## src/rtl/ssi_rm_pkg.sv

```systemverilog
package ssi_rm_pkg;

   typedef enum logic [2:0] {
      ST_IDLE,
      ST_LOW,
      ST_HIGH,
      ST_GAP,
      ST_MONO
   } ssi_state_e;

   localparam int SB_DATA_ERR  = 0;
   localparam int SB_FRAME_ERR = 1;
   localparam int SB_PWR_FAIL  = 2;
   localparam int SB_RSVD      = 4;
   localparam int SB_MISMATCH  = 3;
   localparam int SB_SYNC_ERR  = 5;
   localparam int SB_INVALID   = 6;
   localparam int SB_TOGGLE    = 7;

   // a request of zero bursts is served as a single transmission
   function automatic logic [1:0] burst_count(input logic [1:0] raw);
      return (raw == 2'd0) ? 2'd1 : raw;
   endfunction

   function automatic int max3(input int a, input int b, input int c);
      int m;
      m = (a > b) ? a : b;
      return (m > c) ? m : c;
   endfunction

endpackage

```

## src/rtl/ssi_rm_timer.sv

```systemverilog
module ssi_rm_timer #(
   parameter int W = 8
) (
   input  logic         clk,
   input  logic         rst_n,
   input  logic         load,
   input  logic [W-1:0] load_val,
   output logic         expired
);

   logic [W-1:0] cnt;

   always_ff @(posedge clk or negedge rst_n) begin
      if (!rst_n) begin
         cnt <= '0;
      end else if (load) begin
         cnt <= load_val;
      end else if (cnt != '0) begin
         cnt <= cnt - 1'b1;
      end
   end

   assign expired = (cnt == '0);

endmodule

```

## src/rtl/ssi_rm_shift.sv

```systemverilog
module ssi_rm_shift #(
   parameter int N = 16
) (
   input  logic         clk,
   input  logic         rst_n,
   input  logic         en,
   input  logic         din,
   output logic [N-1:0] word
);

   generate
      if (N == 1) begin : g_single
         always_ff @(posedge clk or negedge rst_n) begin
            if (!rst_n)  word <= '0;
            else if (en) word <= din;
         end
      end else begin : g_multi
         always_ff @(posedge clk or negedge rst_n) begin
            if (!rst_n)  word <= '0;
            else if (en) word <= {word[N-2:0], din};
         end
      end
   endgenerate

endmodule

```

## src/rtl/ssi_rm_copy_chk.sv

```systemverilog
module ssi_rm_copy_chk #(
   parameter int N = 16
) (
   input  logic         clk,
   input  logic         rst_n,
   input  logic         start,
   input  logic         copy_done,
   input  logic         copy_first,
   input  logic         frame_ok,
   input  logic [N-1:0] word,
   output logic [N-1:0] ref_word,
   output logic [N-1:0] sel_word,
   output logic         mismatch,
   output logic         any_valid,
   output logic         any_frame_err
);

   always_ff @(posedge clk or negedge rst_n) begin
      if (!rst_n) begin
         ref_word      <= '0;
         sel_word      <= '0;
         mismatch      <= 1'b0;
         any_valid     <= 1'b0;
         any_frame_err <= 1'b0;
      end else if (start) begin
         mismatch      <= 1'b0;
         any_valid     <= 1'b0;
         any_frame_err <= 1'b0;
      end else if (copy_done) begin
         if (copy_first) begin
            ref_word <= word;
         end else if (word != ref_word) begin
            mismatch <= 1'b1;
         end
         if (!frame_ok) begin
            any_frame_err <= 1'b1;
         end
         if (frame_ok && !any_valid) begin
            sel_word  <= word;
            any_valid <= 1'b1;
         end
      end
   end

endmodule

```

## src/rtl/ssi_repeat_master.sv

```systemverilog
module ssi_repeat_master
   import ssi_rm_pkg::*;
#(
   parameter int DATA_BITS   = 16,
   parameter int CLK_DIV     = 4,
   parameter int GAP_CYCLES  = 8,
   parameter int MONO_CYCLES = 40
) (
   input  logic                 clk,
   input  logic                 rst_n,
   input  logic                 trig,
   input  logic [1:0]           cfg_bursts,
   input  logic                 cfg_pf_en,
   output logic                 ssi_clk,
   input  logic                 ssi_data,
   output logic [DATA_BITS-1:0] pos_out,
   output logic [7:0]           status,
   output logic                 pub
);

   localparam int MAX_LOAD = max3(CLK_DIV, GAP_CYCLES, MONO_CYCLES);
   localparam int TW       = $clog2(MAX_LOAD + 1);
   localparam int EW       = $clog2(DATA_BITS + 2);
   localparam logic [EW-1:0] LAST_EDGE = EW'(DATA_BITS + 1);

   generate
      if (DATA_BITS < 1 || DATA_BITS > 32) begin : g_bad_bits
         $error("DATA_BITS must lie between 1 and 32");
      end
      if (CLK_DIV < 1 || GAP_CYCLES < 1 || MONO_CYCLES < 1) begin : g_bad_time
         $error("CLK_DIV, GAP_CYCLES and MONO_CYCLES must be at least 1");
      end
   endgenerate

   ssi_state_e     st, st_n;
   logic [EW-1:0]  edge_cnt;
   logic [1:0]     burst_idx, burst_tot;
   logic           pf_q, data_err, sync_pend, pub_pend, clk_q, pub_q;
   logic [7:0]     status_q;
   logic [DATA_BITS-1:0] pos_q;

   logic           tmr_load, tmr_exp;
   logic [TW-1:0]  tmr_val;
   logic           sh_en, copy_done, accept;
   logic [DATA_BITS-1:0] sh_word, ref_word, sel_word, pub_word;
   logic           mismatch, any_valid, any_frame_err;

   assign accept = (st == ST_IDLE) && trig;

   // ---------------- sequencing ----------------
   always_comb begin
      st_n = st;
      unique case (st)
         ST_IDLE: if (trig)    st_n = ST_LOW;
         ST_LOW:  if (tmr_exp) st_n = ST_HIGH;
         ST_HIGH: if (tmr_exp) begin
            if (edge_cnt != LAST_EDGE)            st_n = ST_LOW;
            else if ((burst_idx + 2'd1) < burst_tot) st_n = ST_GAP;
            else                                  st_n = ST_MONO;
         end
         ST_GAP:  if (tmr_exp) st_n = ST_LOW;
         ST_MONO: if (tmr_exp) st_n = ST_IDLE;
         default:              st_n = ST_IDLE;
      endcase
   end

   always_comb begin
      tmr_load = (st_n != st);
      unique case (st_n)
         ST_LOW, ST_HIGH: tmr_val = TW'(CLK_DIV - 1);
         ST_GAP:          tmr_val = TW'(GAP_CYCLES - 1);
         ST_MONO:         tmr_val = TW'(MONO_CYCLES - 1);
         default:         tmr_val = '0;
      endcase
   end

   ssi_rm_timer #(.W(TW)) u_timer (
      .clk      (clk),
      .rst_n    (rst_n),
      .load     (tmr_load),
      .load_val (tmr_val),
      .expired  (tmr_exp)
   );

   // rising edge leaves the low phase; the first one only completes the latch
   assign sh_en     = (st == ST_LOW) && tmr_exp && (edge_cnt != '0);
   assign copy_done = (st == ST_HIGH) && tmr_exp && (edge_cnt == LAST_EDGE);

   ssi_rm_shift #(.N(DATA_BITS)) u_shift (
      .clk   (clk),
      .rst_n (rst_n),
      .en    (sh_en),
      .din   (ssi_data),
      .word  (sh_word)
   );

   ssi_rm_copy_chk #(.N(DATA_BITS)) u_copy (
      .clk           (clk),
      .rst_n         (rst_n),
      .start         (accept),
      .copy_done     (copy_done),
      .copy_first    (burst_idx == 2'd0),
      .frame_ok      (!ssi_data),
      .word          (sh_word),
      .ref_word      (ref_word),
      .sel_word      (sel_word),
      .mismatch      (mismatch),
      .any_valid     (any_valid),
      .any_frame_err (any_frame_err)
   );

   assign pub_word = any_valid ? sel_word : ref_word;

   always_ff @(posedge clk or negedge rst_n) begin
      if (!rst_n) begin
         st        <= ST_IDLE;
         edge_cnt  <= '0;
         burst_idx <= '0;
         burst_tot <= 2'd1;
         pf_q      <= 1'b0;
         data_err  <= 1'b0;
         sync_pend <= 1'b0;
         pub_pend  <= 1'b0;
         clk_q     <= 1'b1;
         pub_q     <= 1'b0;
         status_q  <= '0;
         pos_q     <= '0;
      end else begin
         st    <= st_n;
         clk_q <= (st_n != ST_LOW);
         pub_q <= 1'b0;

         if (accept) begin
            burst_idx <= '0;
            edge_cnt  <= '0;
            burst_tot <= burst_count(cfg_bursts);
            pf_q      <= cfg_pf_en;
            data_err  <= !ssi_data;
         end else if (st == ST_LOW && tmr_exp) begin
            edge_cnt <= edge_cnt + 1'b1;
         end else if (st == ST_GAP && tmr_exp) begin
            edge_cnt  <= '0;
            burst_idx <= burst_idx + 2'd1;
         end

         // last copy lands in the checker on this edge; publish one cycle later
         pub_pend <= copy_done && (st_n == ST_MONO);

         if (pub_pend) begin
            pub_q                  <= 1'b1;
            pos_q                  <= pub_word;
            status_q[SB_TOGGLE]    <= ~status_q[SB_TOGGLE];
            status_q[SB_INVALID]   <= data_err | ~any_valid;
            status_q[SB_SYNC_ERR]  <= sync_pend;
            status_q[SB_RSVD]      <= 1'b0;
            status_q[SB_MISMATCH]  <= mismatch;
            status_q[SB_PWR_FAIL]  <= pf_q & pub_word[0];
            status_q[SB_FRAME_ERR] <= any_frame_err;
            status_q[SB_DATA_ERR]  <= data_err;
         end

         if (trig && st != ST_IDLE) sync_pend <= 1'b1;
         else if (pub_pend)          sync_pend <= 1'b0;
      end
   end

   assign ssi_clk = clk_q;
   assign pos_out = pos_q;
   assign status  = status_q;
   assign pub     = pub_q;

endmodule

```

## config.mk

```make
export PLATFORM = sky130hd
export DESIGN_NAME = ssi_repeat_master
export DESIGN_NICKNAME = d
export VERILOG_FILES = /design/src/rtl/ssi_rm_pkg.sv /design/src/rtl/ssi_rm_timer.sv /design/src/rtl/ssi_rm_shift.sv /design/src/rtl/ssi_rm_copy_chk.sv /design/src/rtl/ssi_repeat_master.sv
export SDC_FILE = /design/constraint.sdc
export NUM_CORES = 1
export LEC_CHECK = 0
export ABC_CLOCK_PERIOD_IN_PS = 2800
export CAP_MARGIN = 10
export CORE_UTILIZATION = 58
export CTS_CLUSTER_DIAMETER = 80
export DETAILED_ROUTE_END_ITERATION = 7
export GPL_ROUTABILITY_DRIVEN = 0
export PLACE_DENSITY = 0.79
export SYNTH_ARGS = -nofsm -noshare
export SYNTH_HDL_FRONTEND = slang
export SYNTH_SLANG_ARGS = --single-unit
```

## constraint.sdc

```tcl
create_clock -name clk -period 2.8 [get_ports clk]
set_input_delay 0.42 -clock clk [delete_from_list [all_inputs] [get_ports clk]]
set_output_delay 0.42 -clock clk [all_outputs]
set_load 0.01 [all_outputs]
```

After elaboration in Yosys (flattened, before gate mapping):

Cells that the tools add are included.

* register bits: 98
* bits of input ports: 7
* output and inout port bits: 26
* logic and storage cells: 108

* add/sub/neg operators: 3
* magnitude comparators: 1
* equal/unequal tests: 15
* multiplexer cells: 32
* bitwise gates (word level): 5
* reductions and logical operators: 33

Operators by type and width (count)
* 3-bit two-way mux: 7
* 6-bit one-hot mux with 3 select lines: 1
* 16-bit two-way mux: 1
* 16-bit inequality test: 1
* 5-bit two-way mux: 3
* 3-bit one-hot mux with 5 select lines: 1
* 2-bit nonzero test: 7
* 1-bit two-way mux: 13
* 3-bit by 2-bit equality test with 1-bit output, second input constant: 4
* 6-bit two-way mux: 2
* 1-bit logical AND: 9
* 3-bit AND reduction: 3
* 2-bit two-way mux: 4
* 3-bit by 1-bit equality test with 1-bit output, second input constant: 2
* 3-bit equality test, second input constant: 2
* 6-bit logical NOT: 1
* 2-bit AND reduction: 3
* 3-bit nonzero test: 2
* 6-bit nonzero test: 1
* 6-bit by 1-bit subtractor with 6-bit output, second input constant: 1
* 5-bit by 1-bit adder with 5-bit output, second input constant: 1
* 5-bit equality test, second input constant: 1
* 5-bit inequality test, second input constant: 1
* 5-bit nonzero test: 1
* other kinds (12): 17

Longest topological paths before layout:

* depth after elaboration: 10
* mapped depth: 9
* depth with buffers taken out: 8

Cells and area by module:

Synthesis repeated with hierarchy kept, for this count alone.

* cell total of the unflattened synthesis: 367
* area total of the unflattened synthesis: 4593.2 µm²

By module, submodules not included
* ssi_repeat_master: instances 1, cells an instance 193, area an instance 2044.5 µm², sequential area each 1028.5 µm²
* ssi_rm_copy_chk: instances 1, cells an instance 100, area an instance 1498.9 µm², sequential area each 875.8 µm²
* ssi_rm_shift: instances 1, cells an instance 34, area an instance 649.4 µm², sequential area each 400.4 µm²
* ssi_rm_timer: instances 1, cells an instance 40, area an instance 400.4 µm², sequential area each 150.1 µm²

Least setup slack after synthesis:

No wires, ideal clock.

* kind: reg-to-reg
* start: register u_timer.cnt[0]
* end: register u_copy.sel_word[10]
* library setup time: 0.125 ns
* data arrival time: 2.052 ns
* data required time: 2.675 ns
* setup slack: 0.624 ns
* stages on the path, launching flop included: 10
* path buffers: 2
* period minus slack after synthesis: 2.176 ns
* cells stage by stage: dfrtp_1 -> inv_1 -> ha_1 -> nor2b_1 -> nand3_1 -> or3_1 -> buf_2 -> nor3_4 -> buf_6 -> mux2_2

* cells in the longest elaborated chain, start to end: 4

Ends and longest elaborated chain
* from (decl): RTL line ssi_rm_timer.sv:11 `logic [W-1:0] cnt;`
* from (signal assigned): RTL line ssi_rm_timer.sv:17 `cnt <= load_val;`
* from (signal assigned): RTL line ssi_rm_timer.sv:19 `cnt <= cnt - 1'b1;`
* 6-bit logical NOT: RTL line ssi_rm_timer.sv:23 `assign expired = (cnt == '0);`
* 1-bit logical AND (2 in a row): RTL line ssi_repeat_master.sv:87 `assign copy_done = (st == ST_HIGH) && tmr_exp && (edge_cnt == LAST_EDGE);`
* 3-bit AND reduction (no line)
* to (signal assigned): RTL line ssi_rm_copy_chk.sv:39 `sel_word <= word;`
* to (decl): RTL line ssi_rm_copy_chk.sv:12 `output logic [N-1:0] sel_word,`

No other way between the ends.
A chain may end at the register's enable or synchronous reset.

Worst setup path after layout:

* start: register burst_idx[0]
* end: register u_timer.cnt[2]

* cells in the longest elaborated chain, start to end: 10
* elaborated cells between the ends (all ways): 15
* those cells by class: add/sub: 1; order compare: 1; eq/ne: 5; mux: 6; reduce/logical: 2

Ends and longest elaborated chain
* from (decl): RTL line ssi_repeat_master.sv:37 `logic [1:0] burst_idx, burst_tot;`
* from (signal assigned): RTL line ssi_repeat_master.sv:143 `burst_idx <= burst_idx + 2'd1;`
* 2-bit by 1-bit adder with 2-bit output *: RTL line ssi_repeat_master.sv:58 `else if ((burst_idx + 2'd1) < burst_tot) st_n = ST_GAP;`
* 2-bit < comparator *: RTL line ssi_repeat_master.sv:58
* 3-bit two-way mux *: RTL line ssi_repeat_master.sv:58
* 3-bit two-way mux *: RTL line ssi_repeat_master.sv:57 `if (edge_cnt != LAST_EDGE) st_n = ST_LOW;`
* 3-bit two-way mux *: RTL line ssi_repeat_master.sv:56 `ST_HIGH: if (tmr_exp) begin`
* 3-bit one-hot mux with 5 select lines *: RTL line ssi_repeat_master.sv:53 `unique case (st)`
* 3-bit by 1-bit equality test with 1-bit output / 3-bit by 2-bit equality test with 1-bit output (equally long branches): RTL line ssi_repeat_master.sv:69 `unique case (st_n)`
* 2-bit OR reduction: RTL line ssi_repeat_master.sv:69
* 6-bit one-hot mux with 3 select lines: RTL line ssi_repeat_master.sv:69
* 6-bit two-way mux: RTL line ssi_rm_timer.sv:16 `end else if (load) begin`

Mark *: on every way between the ends. The rest lies on a longest branch, timed or not.

==> impl_metrics.py <==
metrics = {
    "setup_path": {
        "worstPathArrival_ns": 2.76,
        "cp_max_fo": 4,
        "critical-path-top-delay-family": "compound AO/OA/AOI/OAI gates",
        "reg2regPathDepth": 7,
        "cp_slowest_cell": "a211oi_1",
        "crit_path_end": "u_timer.cnt[2]$_DFFE_PN0P_",
        "r2r-start": "burst_idx[0]$_DFFE_PN0P_",
        "start_kind": "register",
        "end_kind": "register",
        "crit_type": "register to register",
        "critPathRequiredTime_ns": 3.09,
        "cpMostUsedCell": "ha_1",
        "path_buf_inv": 1,
        "cpPeakStageDelay_ns": 0.59,
        "crit_chain": "inv_1 -> ha_1 -> ha_1 -> a21boi_0 -> o21bai_1 -> a211oi_1 -> mux2i_1",
        "cp.depth": 7,
        "crit_start": "burst_idx[0]$_DFFE_PN0P_",
        "ff2ff_setup_slack_ns": 0.33,
        "r2r-end": "u_timer.cnt[2]$_DFFE_PN0P_",
    },
    "yosys": {
        "synth_seq_cells": 98,
        "syn_nets": 380,
        "synthTopCellsByArea": "dfrtp_1 54%, mux2_2 13%, mux2i_1 3.9%",
        "ys_seq_area_frac": 0.556,
        "synth_edf_count": 0,
        "synthCells": 366,
        "synth.cell_area_um2": 4420,
        "async_reset_ff_frac": 1.00,
        "ys.flop_type": "dfrtp_1",
        "ys_types": 49,
        "yosys.area.top_type": "dfrtp_1",
        "synth_top_area_share": 0.544,
        "synth_area_per_cell_um2": 12.1,
        "yosysWarnings": 0,
    },
    "floorplanning": {
        "design.core.area_um2": 7290,
        "initial_utilization": 0.606,
        "io_pins": 33,
        "rows": 31,
        "dieArea_um2": 7970,
        "die_w_um": 89.3,
        "die_h_um": 89.3,
    },
    "power_and_ir_drop": {
        "power_frac_comb": 0.245,
        "swShare": 0.332,
        "ir_drop_mv": 0.344,
        "finalPower_mw": 3.51,
        "p_sw_mw": 1.17,
        "p_leak_nw": 2.34,
        "clockPowerShare": 0.252,
        "internal-power_mw": 2.35,
        "p_per_area_nw_per_um2": 694,
        "power_frac_seq": 0.503,
    },
    "route": {
        "wl_um": 8570,
        "met1_length_um": 3910,
        "drtPass1Iterations": 5,
        "dr_wl_met2_um": 4210,
        "wire_per_inst_um": 16.8,
        "dr_wl_met3_um": 287,
        "first_iter_violations": 92,
        "num_vias": 2902,
        "top_layer_used": "met4",
        "drc": 0,
        "ant_nets": 0,
        "via_per_inst": 5.70,
    },
    "cells_and_area": {
        "finalCoreUtilization": 0.694,
        "area_delta_synth_final_pct": 14.6,
        "layout_common_cells": "96 x dfrtp_1, 52 x mux2_2, 30 x clkdlybuf4s50_1",
        "drive_above_1_share": 0.220,
        "nets": 419,
        "stdcell_count": 509,
        "fin_area_um2": 5060,
        "diodes": 0,
        "final_common_cell": "dfrtp_1",
    },
    "global_route": {
        "grt_usage": 0.235,
        "grt_max_degree": 42,
        "antenna_found_initial": 0,
        "overflow": 0,
        "grt_pass1_wl_um": 14000,
        "first_global_vias": 2933,
    },
    "timing": {
        "setup_ws_ns": 0.325,
        "fin_crit_sh": 0.884,
        "holdWs_ns": 0.0302,
        "rsz0062_at_grt": "no",
        "fin_skew_ns": 0.0115,
        "hold_viol": 0,
        "relSlewSlack": 0.413,
        "fin_crit_ns": 2.47,
        "slew_violations": 0,
        "fmax_mhz": 404,
        "setup_violations": 0,
        "tightest_slew_ns": 0.880,
        "tns_ns": 0,
    },
    "clock_network": {
        "post_cts_buffers": 0,
        "cts.clk_slew.worst_paths_ns": 0.10,
        "tritoncts": "built",
        "cts-root-buf": "clkbuf_8",
        "cts_hold_buf": 0,
        "cts_buffers": 9,
        "htreeDepth": 3,
        "post_cts_resized": 0,
        "cts.sinks": 98,
        "cts_buffer_depth": 2,
        "clkLatencyLatePin_ns": 0.36,
    },
    "place": {
        "dpl.cell_count": 493,
        "place_ws_ns": 0.382,
        "portBuffers": 31,
        "place_area_um2": 4870,
        "hpwlAfterDp_um": 5940,
    },
    "run_status": {
        "status": "completed",
    },
    "min_path": {
        "hp-class": "primary input to async pin",
    },
    "run": {
        "drv_cap": 0,
    },
}
[routing by layer]
metal,vias up,global-route usage
li1,1359,-
met1,1465,0.313
met2,60,0.390
met3,18,0.0369
met4,0,0.0924
met5,-,0
[cell type report]
| type | count | area [um2] |
|---|---|---|
| multi-input combinational | 237 | 1820 |
| tap | 99 | 124 |
| fill | 558 | 2230 |
| timing repair buffer | 45 | 413 |
| clock inverter | 6 | 57.6 |
| sequential | 98 | 2450 |
| inverter | 14 | 52.6 |
| clock buffer | 10 | 138 |
[power by group through the flow]
stage | clock network [mW] | registers, mW | logic [mW]
global placement | 0 | 1.78 | 0.815
global route | 0.958 | 1.79 | 0.952
floorplan | 0 | 1.73 | 0.652
finish | 0.884 | 1.77 | 0.862
detailed placement | 0 | 1.79 | 0.851
CTS | 0.898 | 1.76 | 0.861
[sequential cells by signal, indices dropped and copies added (netlist names), 2 cells and up]
register,count
st,3
status,7
edge_cnt,5
u_copy.ref_word,16
burst_idx,2
u_copy.sel_word,16
pos_out,16
u_shift.word,16
burst_tot,2
u_timer.cnt,6
[Yosys cell counts (2+ instances only)]
| cell type | count |
|---|---|
| o22ai_1 | 2 |
| nor2_1 | 27 |
| and3_1 | 2 |
| clkbuf_1 | 7 |
| nand2b_1 | 2 |
| a31oi_1 | 3 |
| ha_1 | 7 |
| mux2i_1 | 17 |
| nand3_1 | 7 |
| xor2_1 | 3 |
| a21boi_0 | 2 |
| nand2_1 | 16 |
| dfstp_2 | 2 |
| buf_4 | 2 |
| o31ai_1 | 4 |
| a22o_1 | 2 |
| or3_1 | 2 |
| a21oi_1 | 23 |
| a211oi_1 | 2 |
| o21ai_0 | 11 |
| dfrtp_1 | 96 |
| mux2_2 | 52 |
| nor3_1 | 5 |
| buf_2 | 6 |
| a2bb2oi_1 | 3 |
| inv_1 | 14 |
| nor2b_1 | 4 |
| xnor2_1 | 18 |
| nand4_1 | 5 |
[how the worst min path moves through the flow]
| stage | start | slack, ns | end |
|---|---|---|---|
| 6_report | rst_n | 0.03 | u_timer.cnt[4]$_DFFE_PN0P_ |
| 5_1_grt | rst_n | 0.07 | burst_tot[1]$_DFFE_PN0P_ |
| 4_1_cts | rst_n | 0.05 | u_shift.word[12]$_DFFE_PN0P_ |
| 3_5_place_dp | rst_n | 0.44 | u_timer.cnt[2]$_DFFE_PN0P_ |
| 3_3_place_gp | rst_n | 0.43 | st[0]$_DFF_PN0_ |
| 2_1_floorplan | rst_n | 0.12 | burst_idx[0]$_DFFE_PN0P_ |
[cells by family (layout without fill, tap and decap cells)]
kind of cell	after synthesis	count (layout)	synth area share
buffers and inverters	31	75	0.0315
other	1	1	0.000849
multiplexers	69	69	0.171
flip-flops	98	98	0.556
AND/OR/NAND/NOR	81	81	0.0986
AO/OA/AOI/OAI	58	58	0.0805
XOR/XNOR	21	21	0.0417
adder cells (fa/ha/maj)	7	7	0.0198
Note: power is estimated with default switching activity, not from simulation.
